### src/rtl/sli_pkg.sv
package sli_pkg;

    localparam int NCH = 3;

    typedef enum logic [1:0] {
        K_VIDEO = 2'd0,
        K_BLANK = 2'd1,
        K_LOW   = 2'd2,
        K_HIGH  = 2'd3
    } kind_e;

    typedef enum logic [1:0] {
        M_NONE = 2'd0,
        M_LUMA = 2'd1,
        M_ALL  = 2'd2,
        M_RSVD = 2'd3
    } mode_e;

    typedef enum logic [1:0] {
        S_VIDEO = 2'd0,
        S_BLANK = 2'd1,
        S_LOW   = 2'd2,
        S_HIGH  = 2'd3
    } sel_e;

endpackage

### src/rtl/sli_chan_decode.sv
module sli_chan_decode
    import sli_pkg::*;
#(
    parameter bit IS_LUMA = 1'b0
) (
    input  kind_e kind,
    input  logic  quiet,
    input  logic  pass_en,
    input  mode_e mode,
    output sel_e  sel
);

    logic takes_sync;

    always_comb begin
        takes_sync = (mode == M_ALL) || ((mode == M_LUMA) && IS_LUMA);
        unique case (kind)
            K_VIDEO: sel = (quiet && !pass_en) ? S_BLANK : S_VIDEO;
            K_BLANK: sel = S_BLANK;
            K_LOW:   sel = takes_sync ? S_LOW  : S_BLANK;
            K_HIGH:  sel = takes_sync ? S_HIGH : S_BLANK;
            default: sel = S_BLANK;
        endcase
    end

endmodule

### src/rtl/sli_level_pick.sv
module sli_level_pick
    import sli_pkg::*;
#(
    parameter int DW = 11
) (
    input  sel_e          sel,
    input  logic [DW-1:0] video,
    input  logic [DW-1:0] blank_lvl,
    input  logic [DW-1:0] low_lvl,
    input  logic [DW-1:0] high_lvl,
    output logic [DW-1:0] code
);

    always_comb begin
        unique case (sel)
            S_VIDEO: code = video;
            S_BLANK: code = blank_lvl;
            S_LOW:   code = low_lvl;
            S_HIGH:  code = high_lvl;
            default: code = blank_lvl;
        endcase
    end

endmodule

### src/rtl/sync_level_inserter.sv
module sync_level_inserter
    import sli_pkg::*;
#(
    parameter int DW = 11
) (
    input  logic          clk,
    input  logic          rst_n,
    input  logic [1:0]    cfg_mode,
    input  logic          cfg_pass_en,
    input  logic [DW-1:0] y_sync_lo,
    input  logic [DW-1:0] y_sync_hi,
    input  logic [DW-1:0] y_blank,
    input  logic [DW-1:0] c_sync_lo,
    input  logic [DW-1:0] c_sync_hi,
    input  logic [DW-1:0] c_blank,
    input  logic [1:0]    pix_kind,
    input  logic          vbi_quiet,
    input  logic [DW-1:0] y_in,
    input  logic [DW-1:0] cb_in,
    input  logic [DW-1:0] cr_in,
    output logic [DW-1:0] y_out,
    output logic [DW-1:0] cb_out,
    output logic [DW-1:0] cr_out
);

    localparam int CFGW = 3 + 6 * DW;

    typedef struct packed {
        logic [NCH-1:0][1:0]    sel;
        logic [NCH-1:0][DW-1:0] vid;
    } stage1_t;

    typedef struct packed {
        stage1_t                s1;
        logic [NCH-1:0][DW-1:0] out;
    } state_t;

    state_t st_d, st_q;

    logic [DW-1:0] vin_w   [NCH];
    logic [DW-1:0] blank_w [NCH];
    logic [DW-1:0] lo_w    [NCH];
    logic [DW-1:0] hi_w    [NCH];
    logic [DW-1:0] pick_w  [NCH];
    sel_e          sel_w   [NCH];

    assign vin_w[0] = y_in;
    assign vin_w[1] = cb_in;
    assign vin_w[2] = cr_in;

    for (genvar ch = 0; ch < NCH; ch++) begin : g_chan
        if (ch == 0) begin : g_luma
            assign blank_w[ch] = y_blank;
            assign lo_w[ch]    = y_sync_lo;
            assign hi_w[ch]    = y_sync_hi;
        end else begin : g_chroma
            assign blank_w[ch] = c_blank;
            assign lo_w[ch]    = c_sync_lo;
            assign hi_w[ch]    = c_sync_hi;
        end

        sli_chan_decode #(
            .IS_LUMA (ch == 0)
        ) u_decode (
            .kind    (kind_e'(pix_kind)),
            .quiet   (vbi_quiet),
            .pass_en (cfg_pass_en),
            .mode    (mode_e'(cfg_mode)),
            .sel     (sel_w[ch])
        );

        sli_level_pick #(
            .DW (DW)
        ) u_pick (
            .sel       (sel_e'(st_q.s1.sel[ch])),
            .video     (st_q.s1.vid[ch]),
            .blank_lvl (blank_w[ch]),
            .low_lvl   (lo_w[ch]),
            .high_lvl  (hi_w[ch]),
            .code      (pick_w[ch])
        );
    end

    always_comb begin
        st_d = st_q;
        for (int ch = 0; ch < NCH; ch++) begin
            st_d.s1.sel[ch] = sel_w[ch];
            st_d.s1.vid[ch] = vin_w[ch];
            st_d.out[ch]    = pick_w[ch];
        end
    end

    always_ff @(posedge clk) begin
        if (!rst_n) begin
            st_q <= '0;
        end else begin
            st_q <= st_d;
        end
    end

    assign y_out  = st_q.out[0];
    assign cb_out = st_q.out[1];
    assign cr_out = st_q.out[2];

    // Assertion support: time since reset and configuration history
    logic [1:0]      warm_q;
    logic [CFGW-1:0] cfg_now, cfg_h1_q, cfg_h2_q;
    logic            steady;

    assign cfg_now = {cfg_mode, cfg_pass_en, y_sync_lo, y_sync_hi, y_blank,
                      c_sync_lo, c_sync_hi, c_blank};

    always_ff @(posedge clk) begin
        if (!rst_n) begin
            warm_q   <= '0;
            cfg_h1_q <= '0;
            cfg_h2_q <= '0;
        end else begin
            if (warm_q != 2'd2) warm_q <= warm_q + 2'd1;
            cfg_h1_q <= cfg_now;
            cfg_h2_q <= cfg_h1_q;
        end
    end

    assign steady = (warm_q == 2'd2) && (cfg_now == cfg_h1_q) && (cfg_h1_q == cfg_h2_q);

    a_r1_reset_zero: assert property (@(posedge clk)
        !rst_n |=> (y_out == '0 && cb_out == '0 && cr_out == '0));

    a_r2_video_latency: assert property (@(posedge clk) disable iff (!rst_n)
        (warm_q == 2'd2 && $past(pix_kind, 2) == 2'd0 && !$past(vbi_quiet, 2))
        |-> (y_out == $past(y_in, 2) && cb_out == $past(cb_in, 2) && cr_out == $past(cr_in, 2)));

    a_r3_all_high: assert property (@(posedge clk) disable iff (!rst_n)
        (steady && cfg_mode == 2'd2 && $past(pix_kind, 2) == 2'd3)
        |-> (y_out == y_sync_hi && cb_out == c_sync_hi && cr_out == c_sync_hi));

    a_r4_luma_low: assert property (@(posedge clk) disable iff (!rst_n)
        (steady && cfg_mode == 2'd1 && $past(pix_kind, 2) == 2'd2)
        |-> (y_out == y_sync_lo && cb_out == c_blank && cr_out == c_blank));

    a_r5_none_blanks: assert property (@(posedge clk) disable iff (!rst_n)
        (steady && (cfg_mode == 2'd0 || cfg_mode == 2'd3) && $past(pix_kind, 2) != 2'd0)
        |-> (y_out == y_blank && cb_out == c_blank && cr_out == c_blank));

    a_r7_quiet_blank: assert property (@(posedge clk) disable iff (!rst_n)
        (steady && !cfg_pass_en && $past(pix_kind, 2) == 2'd0 && $past(vbi_quiet, 2))
        |-> (y_out == y_blank && cb_out == c_blank && cr_out == c_blank));

endmodule

### config.mk
export PLATFORM = sky130hd
export DESIGN_NAME = sync_level_inserter
export DESIGN_NICKNAME = d
export VERILOG_FILES = /design/src/rtl/sli_pkg.sv /design/src/rtl/sli_chan_decode.sv /design/src/rtl/sli_level_pick.sv /design/src/rtl/sync_level_inserter.sv
export SDC_FILE = /design/constraint.sdc
export NUM_CORES = 1
export LEC_CHECK = 0
export CORE_ASPECT_RATIO = 1.5
export CORE_MARGIN = 5
export CORE_UTILIZATION = 39
export DETAILED_ROUTE_END_ITERATION = 7
export MAX_ROUTING_LAYER = met4
export PLACE_DENSITY = 0.79
export SKIP_CTS_REPAIR_TIMING = 1
export SKIP_LAST_GASP = 1
export SLEW_MARGIN = 10
export SYNTH_ARGS = -nofsm -noshare
export SYNTH_HDL_FRONTEND = slang
export SYNTH_SLANG_ARGS = --single-unit
### constraint.sdc
create_clock -name clk -period 1.8 [get_ports clk]
set_input_delay 0.54 -clock clk [delete_from_list [all_inputs] [get_ports clk]]
set_output_delay 0.54 -clock clk [all_outputs]
set_load 0.01 [all_outputs]
[Word-level counts from Yosys, hierarchy flattened]
Index checks and enable logic that the tools add are counted.
Cells by class
  mux-type cells: 10
  reductions and logical operators: 6
  eq/ne operators: 11
Operators with widths (number)
  $pmux W11 S4: 3
  $pmux W2 S4: 2
  $eq A2 B2 Y1 const B: 7
  $eq A2 B1 Y1 const B: 4
  $mux W2: 4
  $logic_not A2 Y1: 3
  $logic_and A1 B1 Y1: 1
  $logic_not A1 Y1: 1
  $logic_or A1 B1 Y1: 1
  $mux W1: 1
Word-level totals
  register bits after elaboration: 70
  logic and storage cells: 35
  output and inout port bits: 33

[Logic depth before layout (Yosys ltp)]
Gate-level depths: netlist of run 1.
  word-level depth: 4
  mapped depth: 4
  gate-level depth less buffers: 4

[Modules after synthesis]
Synthesis of run 1 repeated with hierarchy kept, for this count alone.
Second synthesis, totals
  cell total of the unflattened synthesis: 239
  area total of the unflattened synthesis: 3181.8 um^2
Modules (own cells, without submodules)
  sync_level_inserter: cells an instance 184, area each 2264.7 um^2, sequential area each 1441.4 um^2, instances 1
  sli_level_pick: cells an instance 13, area each 267.8 um^2, sequential area each 0.0 um^2, instances 3
  sli_chan_decode at g_chan[1].u_decode ...: cells an instance 5, area each 37.5 um^2, sequential area each 0.0 um^2, instances 2
  sli_chan_decode at g_chan[0].u_decode: cells an instance 6, area each 38.8 um^2, sequential area each 0.0 um^2, instances 1

[Worst setup path after synthesis of run 1]
OpenSTA, ideal clock, no wires.
  path kind: reg2reg
  start point: register st_q[70] (netlist name)
  end point: register st_q, in the netlist cb_out[0]
  arrival time: 1.224 ns
  period minus slack after synthesis: 1.339 ns
  library setup time: 0.115 ns
  buffers on the path: 1
  cell stages (with the launch flop): 4
  slack: 0.461 ns
  cell sequence: dfxtp_1 buf_6 mux4_2 and2_1
RTL lines
  end signal: assignment: line sync_level_inserter.sv:97  | st_q <= st_d;
  end: declaration: line sync_level_inserter.sv:38  | state_t st_d, st_q;

[Worst setup path in the final report of run 1]
  start point: register st_q, in the netlist cb_out[3]
  end point: output cb_out[3]
RTL lines
  end: declaration: line sync_level_inserter.sv:22  | output logic [DW-1:0] cb_out,
No word-level cell between the ends.

==> metrics.csv, run 1 <==
metric,value,unit
status,completed,
fillers,540,
synthesized instance count,209,
Switch Pwr,767,µW
critical path required time,1.26,ns
clock share of power,34.1,%
Hold EP,y_out[1],
routed wire length,6.89,mm
WL/cell,15.9,µm
Leakage,0.00170,µW
# rows,37,
part of the power in registers,47.4,%
# clock sinks,70,
fin. max-slew vios,0,
"area leader, netlist",dfxtp_1,
multi-input logic area,1200,µm²
r2r endpoint,cb_out[2],
"slowest stage delay, CP",0.56,ns
hold path depth,2,
Post-synth ARST share,0,%
"delay-heaviest family, CP",buffers and inverters,
final worst path period share,97.3,%
worst-margin pin slew,0.419,ns
area grow syn2layout,61.8,%
"Reg clk slew, reported paths",0.07,ns
hpwl dp,5.45,mm
ANT cells,0,
Setup WS post-layout,0.0479,ns
Final ANT Viol Nets,0,
"Avg Cell Area, Syn",12.9,µm²
maximum clock path buffer count,2,
TritonCTS buffer count,9,
fraction of layout cells with a size suffix above 1,11.8,%
Highest Clock Rate,0.571,GHz
Hold Crit Class,reg -> reg,
Hold Crit Start,st_q[34],
"Top FF cell, synth",dfxtp_1,
worst endpoint data arrival time,1.21,ns
share of total power in combinational logic,18.6,%
Vias,2093,
crit-path cells,clkdlybuf4s50_1,
slowest cell on the critical path,clkdlybuf4s50_1,
"flops & latches, synth",70,
Post-synth top cells,"dfxtp_1 (70), and2_1 (55), mux2i_1 (22)",
vias in the first global route,2235,
top-area cell type share of the netlist area,52.0,%
path depth of the worst reg2reg path,3,
Residual DRC,0,
Sw Ratio,21.7,%
pwr/cell area,812,nW/µm²
Post-synth EDFFs,0,
crit end category,output pin,
Reg area,1400,µm²
Worst R2R Setup Slack,0.32,ns
Ports,140,
syn_nets,317,
Unique masters post-synth,18,
setup TNS,0,ns
# H-tree levels,3,
clock latency on the worst-skew pair,0.34,ns
Die Span Y,112,µm
Place WS,0.0706,ns
CP Launch Type,flop,
die area,8700,µm²
Slew Limit Headroom,72.1,%
post-synthesis sequential area ratio,52.0,%
first-pass GRT wire length,10.9,mm
CTS tree,done,
Horiz. Die Dim,77.9,µm
Worst R2R Start,st_q[70],
RSZ-0062 raised after global routing,no,
Ys Warns,0,
"Cell Area, Synth",2690,µm²
gpl congestion,0.744,
Tot GR Track Use,16.7,%
First DRT Iteration DRCs,61,
most frequent cell after synthesis,dfxtp_1,
main area contributors after synthesis,"dfxtp_1 (52%), mux4_2 (17%), and2_1 (13%), mux2i_1 (8.2%), o22ai_1 (2.6%)",
Final #Nets,459,
Clock Skew,0.00678,ns
min Tclk post-route,1.75,ns
root buffer cell,clkbuf_8,
gr ovfl total,0,
Pre-antenna DRT Iters,3,
port bufs,139,
internal power,2770,µW
"Setup violations, final",0,
CP max FO,1,
core box area,6810,µm²
Final Hold Vio Count,0,
Vias per Instance,4.83,
Critical path buffers and inverters,1,
pin count of the biggest net entering global routing,27,
maximum VDD drop,492,µV
critical path class,reg -> out,
initial antenna violation count,0,
max_cap viols,0,
initial core utilization,39.6,%
[sequential cells by signal (all words and copies together) (netlist names)]
name and count:
cb_out 11, cr_out 11, st_q 37, y_out 11
[layout make-up]
cell class              count  share of cell area (%)
clock inverters             4                    1.09
well taps                  78                    2.24
flip-flops and latches     70                    32.1
repair buffers            146                    33.4
clock buffers              11                    3.24
inverters                   3                   0.258
multi-input cells         121                    27.6
[how the worst max path moves through the flow]
stage / endpoint / slack [ns] / start / depth (start not counted)
after global routing: cb_out[0] / 0.002 / cb_out[0] / 1
after CTS: cb_out[3] / 0.02 / cb_out[3] / 1
after detailed placement: cb_out[2] / 0.07 / c_sync_hi[2] / 3
after floorplan: cb_out[0] / 0.46 / st_q[70] / 3
after global placement: st_q[70] / 0.08 / pix_kind[1] / 3
final: cb_out[3] / 0.05 / cb_out[3] / 1
[logic make-up (layout without fill, tap and decap cells)]
family	Yosys count	after routing	synth area share (%)
DFF	70	70	52.0
and+or+nand+nor	62	62	14.2
muxes	44	44	26.8
buffers and inverters	18	164	3.30
AOI/OAI and AO/OA	14	14	3.16
adders and majority gates	1	1	0.464
[layer usage]
layer	vias up	global-route usage [%]	wire [µm]
met1	968	17.1	2510
met5	-	-	0
met2	88	29.2	3710
met4	0	8.14	180
met3	13	4.21	483
li1	1024	-	-
[stage by stage]
step	instance area [µm²]	util, %	std cells	power (µW)	hold WS (ns)
global placement	4170	61.3	418	2360	0.505
finish	4360	64.1	433	3540	0.533
CTS	4360	64.1	433	3580	0.540
detailed placement	4170	61.3	418	2380	0.523
global route	4360	64.1	433	3700	0.565
floorplan	2690	-	209	1980	0.465
[placed cells by master (no fill, tap or decap), types with 2 or more instances in the layout]
master	synthesis	layout
mux4_2	20	20
inv_1	3	3
mux4_1	2	2
clkdlybuf4s50_1	0	139
clkinv_2	0	2
and2_1	55	55
o22ai_1	11	11
buf_4	0	6
clkbuf_8	0	10
a21oi_1	2	2
nand2_1	2	2
dfxtp_1	70	70
nand2b_1	2	2
mux2i_1	22	22
[power by group through the flow]
stage	Clock (µW)	Combinational, µW	Sequential, µW
2_1_floorplan	0	247	1740
3_3_place_gp	0	648	1710
3_5_place_dp	0	664	1710
4_1_cts	1230	667	1680
5_1_grt	1300	706	1690
6_report	1210	657	1680
Note: power is estimated with default switching activity, not from simulation.
==> inputs of run 2 (changes only) <==
--- a/config.mk
+++ b/config.mk
@@ -5,7 +5,7 @@
 export SDC_FILE = /design/constraint.sdc
 export NUM_CORES = 1
 export LEC_CHECK = 0
-export CORE_ASPECT_RATIO = 1.5
+export CORE_ASPECT_RATIO = 1.2
 export CORE_MARGIN = 5
 export CORE_UTILIZATION = 39
 export DETAILED_ROUTE_END_ITERATION = 7
==> run 2 against run 1 <==
Clock skew is 0.0019 ns higher. Worst hold slack improved by 0.0075 ns. Clock power is 3% higher. Critical path type unchanged. Critical endpoint is now cb_out[10]. Largest cell class unchanged. Highest routed layer unchanged.
==> metrics.csv, run 2 (same netlist as run 1, synthesis figures left out) <==
metric,value,unit,change
status,completed,,
first-pass GRT wire length,10.3,mm,-5.6%
Largest Register,st_q,,
initial antenna violation count,0,,unchanged
Ports,140,,unchanged
Hold Crit Class,reg -> reg,,
crit path launch,cb_out[10],,
# H-tree levels,3,,unchanged
hpwl dp,5.30,mm,-2.9%
WL/cell,15.1,µm,-5.0%
RSZ-0062 raised after global routing,no,,
most frequent cells in the layout,"clkdlybuf4s50_1 (139), dfxtp_1 (70), and2_1 (55)",,
maximum clock path buffer count,2,,unchanged
"most common cell after layout, fill and taps aside",clkdlybuf4s50_1,,
slowest cell on the critical path,clkdlybuf4s50_1,,
Critical path buffers and inverters,1,,unchanged
Hold EP,y_out[4],,
First DRT Iteration DRCs,57,,-6.6%
routed wire length,6.69,mm,-2.8%
clock latency on the worst-skew pair,0.32,ns,-0.02 ns
post-route cell area,4390,µm²,+0.80%
final core utilization,64.9,%,+0.84 points
multi-input logic area,1200,µm²,unchanged
worst-margin pin slew,0.424,ns,+0.00568 ns
crit-path cells,clkdlybuf4s50_1,,
ANT cells,0,,unchanged
Hold Crit Start,st_q[37],,
TritonCTS buffer count,9,,unchanged
Pre-antenna DRT Iters,4,,+1
r2r endpoint,cb_out[10],,
Tot GR Track Use,16.1,%,-0.69 points
pin count of the biggest net entering global routing,39,,+44%
critical path required time,1.26,ns,about the same
critical path class,reg -> out,,
CTS tree,done,,
Highest Clock Rate,0.577,GHz,+1.1%
max FFs per register,37,,unchanged
CP max FO,1,,unchanged
core box area,6770,µm²,-0.50%
fraction of layout cells with a size suffix above 1,12.1,%,+0.25 points
Place WS,0.0517,ns,-0.0189 ns
Leakage,0.00171,µW,+0.92%
"delay-heaviest family, CP",buffers and inverters,,
setup TNS,0,ns,unchanged
final worst path period share,96.3,%,-1.0 points
vias in the first global route,2166,,-3.1%
gpl congestion,0.755,,+1.5%
fin. max-slew vios,0,,unchanged
Cells after DPL,427,,+2.2%
hold path depth,2,,unchanged
# rows,33,,-11%
crit end category,output pin,,
max_cap viols,0,,unchanged
path depth of the worst reg2reg path,3,,unchanged
Reg area,1400,µm²,unchanged
port bufs,139,,unchanged
"Setup violations, final",0,,unchanged
worst endpoint data arrival time,1.19,ns,-0.02 ns
CP Launch Type,flop,,
"slowest stage delay, CP",0.57,ns,about the same
initial core utilization,39.8,%,+0.20 points
Die Span Y,101,µm,-9.6%
Horiz. Die Dim,85.9,µm,+10%
Final #Nets,459,,unchanged
pwr/cell area,816,nW/µm²,+0.48%
# clock sinks,70,,unchanged
Clock Skew,0.00868,ns,+0.00190 ns
Vias per Instance,4.61,,-4.5%
Setup WS post-layout,0.0662,ns,+0.0184 ns
Final ANT Viol Nets,0,,unchanged
Worst R2R Setup Slack,0.41,ns,+0.09 ns
gr ovfl total,0,,unchanged
Placed Area,4190,µm²,+0.57%
die area,8680,µm²,-0.31%
Final Hold Vio Count,0,,unchanged
Worst R2R Start,st_q[70],,
min Tclk post-route,1.73,ns,-0.0184 ns
root buffer cell,clkbuf_8,,
maximum VDD drop,447,µV,-9.0%
Residual DRC,0,,unchanged
Slew Limit Headroom,71.7,%,-0.38 points
Vias,2044,,-2.3%
area grow syn2layout,63.1,%,
Non-Filler Instances,443,,+2.3%
fillers,534,,-1.1%
"Reg clk slew, reported paths",0.08,ns,about the same
run 2: changes by cell type in the layout (fill, tap and decap cells not counted), sizes merged:
cell	change
clkinv	+1
clkbuf	+1
clkinvlp	-1
run 2: how the worst max path moves through the flow:
stage | end | cells past startpoint
final | cb_out[10] | 1
after global routing | cr_out[10] | 1
after CTS | cr_out[10] | 1
after detailed placement | y_out[6] | 3
after global placement | cb_out[10] | 3
after floorplan | cb_out[0] | 3
run 2: cell type report:
cell class	count	area share, %
clock buffers	12	3.53
clock inverters	4	1.03
inverters	3	0.256
multi-input cells	121	27.4
flip-flops and latches	70	31.9
well taps	87	2.48
repair buffers	146	33.4
run 2: stage by stage:
| stage | hold WS, ns | power [µW] |
|---|---|---|
| 4_1_cts | 0.538 | 3630 |
| 3_3_place_gp | 0.513 | 2370 |
| 6_report | 0.541 | 3580 |
| 3_5_place_dp | 0.521 | 2380 |
| 2_1_floorplan | 0.465 | 1980 |
| 5_1_grt | 0.562 | 3770 |
run 2: routing by layer:
layer  GRT usage [%]  part of all wire [%]  vias to the layer above  wire [µm]
met5               -                     0                        -          0
met2            29.0                    56                       62       3780
met3            4.09                   5.3                        6        356
met1            16.5                    37                      959       2450
met4            6.33                   1.5                        0        103
li1                -                     -                     1017          -
run 2: report_power, final:
group / switching [µW] / internal, µW
clock network: 539 / 710
registers: 24.6 / 1650
logic: 202 / 461
total: 765 / 2820
